<file path="config.mk">
export PLATFORM = sky130hd
export DESIGN_NAME = pgadd_attr_sel
export DESIGN_NICKNAME = d
export VERILOG_FILES = /design/src/rtl/pgadd_pkg.sv /design/src/rtl/pgadd_attr_sel.sv
export SDC_FILE = /design/constraint.sdc
export NUM_CORES = 1
export LEC_CHECK = 0
export BUFFER_PORTS_ARGS = -buffer_cell sky130_fd_sc_hd__buf_4
export CAP_MARGIN = 20
export CELL_PAD_IN_SITES_DETAIL_PLACEMENT = 1
export CELL_PAD_IN_SITES_GLOBAL_PLACEMENT = 1
export CORE_AREA = 2 2 39 41
export DETAILED_ROUTE_END_ITERATION = 6
export DIE_AREA = 0 0 41 43
export PLACE_DENSITY_LB_ADDON = 0.1
export SLEW_MARGIN = 15
export SYNTH_ARGS = -nofsm -noshare
export SYNTH_HDL_FRONTEND = slang
export SYNTH_SLANG_ARGS = --single-unit
export TNS_END_PERCENT = 5
</file>
<file path="constraint.sdc">
create_clock -name vclk -period 1.1
set_input_delay 0.22 -clock vclk [all_inputs]
set_output_delay 0.22 -clock vclk [all_outputs]
set_load 0.05 [all_outputs]
</file>
<file path="src/rtl/pgadd_pkg.sv">
// Package: shared encodings for the page-add fault checker.
// Assumes 8-bit page types; result codes fixed as listed below.
package pgadd_pkg;

    typedef logic [7:0] ptype_t;

    typedef enum logic [1:0] {
        RES_OK    = 2'b00,
        RES_GEN   = 2'b01,
        RES_PAGE  = 2'b10,
        RES_VMEXIT = 2'b11
    } res_code_t;

    localparam ptype_t PT_CTRL     = 8'd0;
    localparam ptype_t PT_REGULAR  = 8'd1;
    localparam ptype_t PT_SS_FIRST = 8'd5;
    localparam ptype_t PT_SS_REST  = 8'd6;

endpackage

</file>
<file path="src/rtl/pgadd_attr_sel.sv">
// Module: picks effective page attributes (default set or supplied
// flags) and validates supplied flags. Purely combinational.
// Assumes the caller says whether the pointer is zero.
module pgadd_attr_sel
    import pgadd_pkg::*;
(
    input  logic   ptr_zero,
    input  logic   si_read,
    input  logic   si_write,
    input  logic   si_exec,
    input  ptype_t si_type,
    input  logic   si_rsvd_set,
    input  logic   ss_feature,
    output logic   eff_read,
    output logic   eff_write,
    output logic   eff_exec,
    output ptype_t eff_type,
    output logic   eff_is_ss,
    output logic   flags_bad
);
    logic sup_is_ss;

    // Classify the supplied type as a shadow-stack kind.
    always_comb sup_is_ss = (si_type == PT_SS_FIRST) || (si_type == PT_SS_REST);

    // Supplied flags are judged only when a pointer is given.
    always_comb flags_bad = !ptr_zero &&
        (si_rsvd_set || !ss_feature || !sup_is_ss || !si_read || !si_write || si_exec);

    // Choose between the default attribute set and the supplied one.
    always_comb begin
        if (ptr_zero) begin
            eff_read  = 1'b1;
            eff_write = 1'b1;
            eff_exec  = 1'b0;
            eff_type  = PT_REGULAR;
        end else begin
            eff_read  = si_read;
            eff_write = si_write;
            eff_exec  = si_exec;
            eff_type  = si_type;
        end
    end

    // Effective shadow-stack flag drives the later enable and edge rules.
    always_comb eff_is_ss = (eff_type == PT_SS_FIRST) || (eff_type == PT_SS_REST);
endmodule

</file>
# Word level (Yosys, flattened, before mapping)
# Cells that the tools add are included.
dict set report op_classes {
  n_div 0
  eq_ne 4
  n_reduce_logical 13
  mul 0
  n_addsub 0
  n_lt_le_gt_ge 0
  n_bitwise 0
  muxes 4
  n_shift 0
}
# cell n
set op_table {}
lappend op_table {{$eq A8 B3 Y1 const B} 4}
lappend op_table {{$mux W8} 1}
lappend op_table {{$logic_or A1 B1 Y1} 7}
lappend op_table {{$logic_not A1 Y1} 5}
lappend op_table {{$mux W1} 3}
lappend op_table {{$logic_and A1 B1 Y1} 1}
dict set report word_totals {
  regBits 0
  ram_bits 0
  mem_count 0
  latch_bits 0
  output_inout_bits 13
  romBits 0
  word_cells 21
  input_bits 14
}

# Longest topological paths before layout
dict set report depth {
  word_depth 8
  mapped_depth 3
}

# Least setup slack after synthesis
# Ideal clock, no wire load.
dict set report synth_path {
  kind {input to output}
  startpoint {in si_type[1]}
  endpoint {out flags_bad}
  required_time_ns 0.880
  path_stages 3
  slack_ns -0.387
  arrival_time_ns 1.267
  path_cell_list {xnor2_1 -> nor3_2 -> a31oi_1}
}
dict set report synth_via {
  elab_chain_cells 8
  word_cells_on_any_way 9
  classes_between {eq/ne: 2; reduce/logical: 7}
}
# element line
set synth_rtl {}
lappend synth_rtl {{start, declared} pgadd_attr_sel.sv:11} ;# input ptype_t si_type,
lappend synth_rtl {{$eq A8 B3 Y1} pgadd_attr_sel.sv:24} ;# always_comb sup_is_ss = (si_type == PT_SS_FIRST) || (si_type == PT_SS_REST);
lappend synth_rtl {{$logic_or A1 B1 Y1 *} pgadd_attr_sel.sv:24}
lappend synth_rtl {{$logic_not A1 Y1 *} pgadd_attr_sel.sv:28} ;# (si_rsvd_set || !ss_feature || !sup_is_ss || !si_read || !si_write || si_exec);
lappend synth_rtl {{$logic_or A1 B1 Y1 * (4 in series)} pgadd_attr_sel.sv:28}
lappend synth_rtl {{$logic_and A1 B1 Y1 *} pgadd_attr_sel.sv:27} ;# always_comb flags_bad = !ptr_zero &&
lappend synth_rtl {{end, declared} pgadd_attr_sel.sv:19} ;# output logic flags_bad
# Mark *: on every way between the ends. The rest lies on a longest branch, timed or not.

# Worst setup path in the final report
dict set report layout_path {
  startpoint {in si_type[4]}
  endpoint {out eff_is_ss}
}
dict set report layout_via {
  elab_chain_cells 3
  word_cells_on_any_way 4
  classes_between {eq/ne: 2; mux: 1; reduce/logical: 1}
}
# element line
set layout_rtl {}
lappend layout_rtl {{$mux W8 *} pgadd_attr_sel.sv:32} ;# if (ptr_zero) begin
lappend layout_rtl {{$eq A8 B3 Y1} pgadd_attr_sel.sv:46} ;# always_comb eff_is_ss = (eff_type == PT_SS_FIRST) || (eff_type == PT_SS_REST);
lappend layout_rtl {{$logic_or A1 B1 Y1 *} pgadd_attr_sel.sv:46}
lappend layout_rtl {{end, declared} pgadd_attr_sel.sv:18} ;# output logic eff_is_ss,
# Marked as above.

==> results_dict.tcl <==
set metrics [dict create \
    antenna_cells 0 \
    crit_path_top_delay_cell "nor4b_4" \
    cp_max_fo 2 \
    initial_core_util_pct 9.76 \
    ir_drop_uv 153 \
    place_ws_ps -201 \
    port_buffers 27 \
    multi_input_comb_area_um2 145 \
    synth_fp_nets 33 \
    crit_type "in2out" \
    die_h_um 43 \
    end_kind "output port" \
    yosysSeqAreaShare_pct 0 \
    drcViolationCount 0 \
    fillers 175 \
    power_density_nw_per_um2 536 \
    crit_path_max_incr_delay_ps 290 \
    synth_cells 19 \
    synth.largest_area_cell "nor2b_1" \
    grt_pass1_wl_um 848 \
    crit_arrival_ps 980 \
    yosys_warnings 0 \
    die-width_um 41 \
    critical_path.top_delay_family "simple AND/OR/NAND/NOR gates" \
    coreArea_um2 1380 \
    hpwl_um 540 \
    ios 27 \
    cap_viol_max_count 0 \
    synth_area_leaders "nor2b_1 (32%), or2_1 (14%), nor4b_2 (11%)" \
    synth_area_um2 135 \
    yosysUniqueCellTypes 11 \
    grt_start_max_net_pins 14 \
    seq_cells 0 \
    nNetsFinal 61 \
    hold_path_end "eff_write" \
    status "complete, but fails checks" \
    hold_depth 3 \
    n_clock_buffer 0 \
    fin_ws_ps -101 \
    final_util_pct 27.7 \
    finalCritPeriodShare_pct 109 \
    synthTopCellsByCount "nor2b_1 (7), or2_1 (3)" \
    die-area_um2 1760 \
    crit_buf_inv 2 \
    avgSynthCellArea_um2 7.11 \
    ctsHoldBuffers 0 \
    drt_first_pass_iters 2 \
    cpMostUsedCell "buf_6" \
    grt_pass1_vias 212 \
    fmax_ghz 0.833 \
    num_vias 237 \
    slew_headroom_pct 84.3 \
    yosysMostFrequentCell "nor2b_1" \
    synth.top_cell.area_share_pct 32.4 \
    drv_slew 0 \
    via_per_inst 3.89 \
    finalWirelength_um 617 \
    wire_per_inst_um 10.1 \
    antenna_found_initial 0 \
    crit_path_start_kind "input pin" \
    p_leak_uw 0.000183 \
    syn2layout_area_growth_pct 183 \
    track_usage_pct 6.39 \
    violations "negative setup slack" \
    cp_cell_sequence "buf_6 -> nor4b_4 -> and3b_1 -> buf_6" \
    hold_viol 0 \
    seq_area_um2 0 \
    crit_required_ps 880 \
    fin_crit_ps 1200 \
    antenna_left 0 \
    setup_violations 2 \
    rsz0062_at_grt "yes" \
    rows 14 \
    drive_above_1_share_pct 68.9 \
    worstMarginPinSlew_ps 235 \
    overflow 0 \
    hold_path.class "in2out" \
    gp_congestion 0.545 \
    hp-start "si_write" \
    drt_iter0_drc 1 \
]
==> kinds of logic after synthesis <==
group | count (synthesis) | share of synthesized area (%)
simple gates | 16 | 85.2
compound gates | 1 | 4.63
xor+xnor | 1 | 6.48
buf+inv | 1 | 3.70
==> worst max path at each step <==
stage | start | cells after the start | slack, ps | endpoint
global route | si_type[4] | 4 | -160 | eff_is_ss
floorplan | ptr_zero | 2 | -200 | eff_type[2]
global placement | si_type[3] | 4 | -200 | eff_is_ss
CTS | si_type[4] | 4 | -120 | eff_is_ss
detailed placement | si_type[3] | 4 | -200 | eff_is_ss
finish | si_type[4] | 4 | -100 | eff_is_ss
==> layout by cell type (no fill, tap or decap), drive strengths merged <==
cell type	instances
and3b	1
nand3	1
nor3	2
nor2b	8
xnor2	1
a31oi	1
nor4b	1
buf	27
or2	3
==> per-layer routing <==
metal	part of all wire [%]	global-route usage, %	vias to the layer above	wire length, um
met5	0	0	-	0
met4	0	0	0	0
met3	8.6	0	0	53
met2	55	11.9	15	337
met1	37	8.23	105	226
li1	-	-	117	-
==> report_power, final <==
group | total [uW] | switching, uW | internal, uW
combinational | 205 | 122 | 83.3
clock | 0 | 0 | 0
sequential | 0 | 0 | 0
==> cell type report <==
| cell class | count | area share [%] |
|---|---|---|
| timing repair buffer | 27 | 56.9 |
| tap | 16 | 5.23 |
| multi-input combinational | 18 | 37.9 |
==> stage by stage <==
stage	total power [uW]	setup TNS, ps	cell area [um^2]	instances	hold WS (ps)
2_1_floorplan	116	-1360	141	19	612
3_3_place_gp	198	-331	359	61	791
3_5_place_dp	200	-322	359	61	794
4_1_cts	208	-199	383	61	795
5_1_grt	216	-268	383	61	810
6_report	205	-171	383	61	790
==> timing repair <==
action | CTS | global route
pin swaps | 2 | 0
setup endpoints to repair | 2 | 2
setup buffers | 0 | 0
resized for setup | 5 | 0
Power figures use the tool's default switching activity.
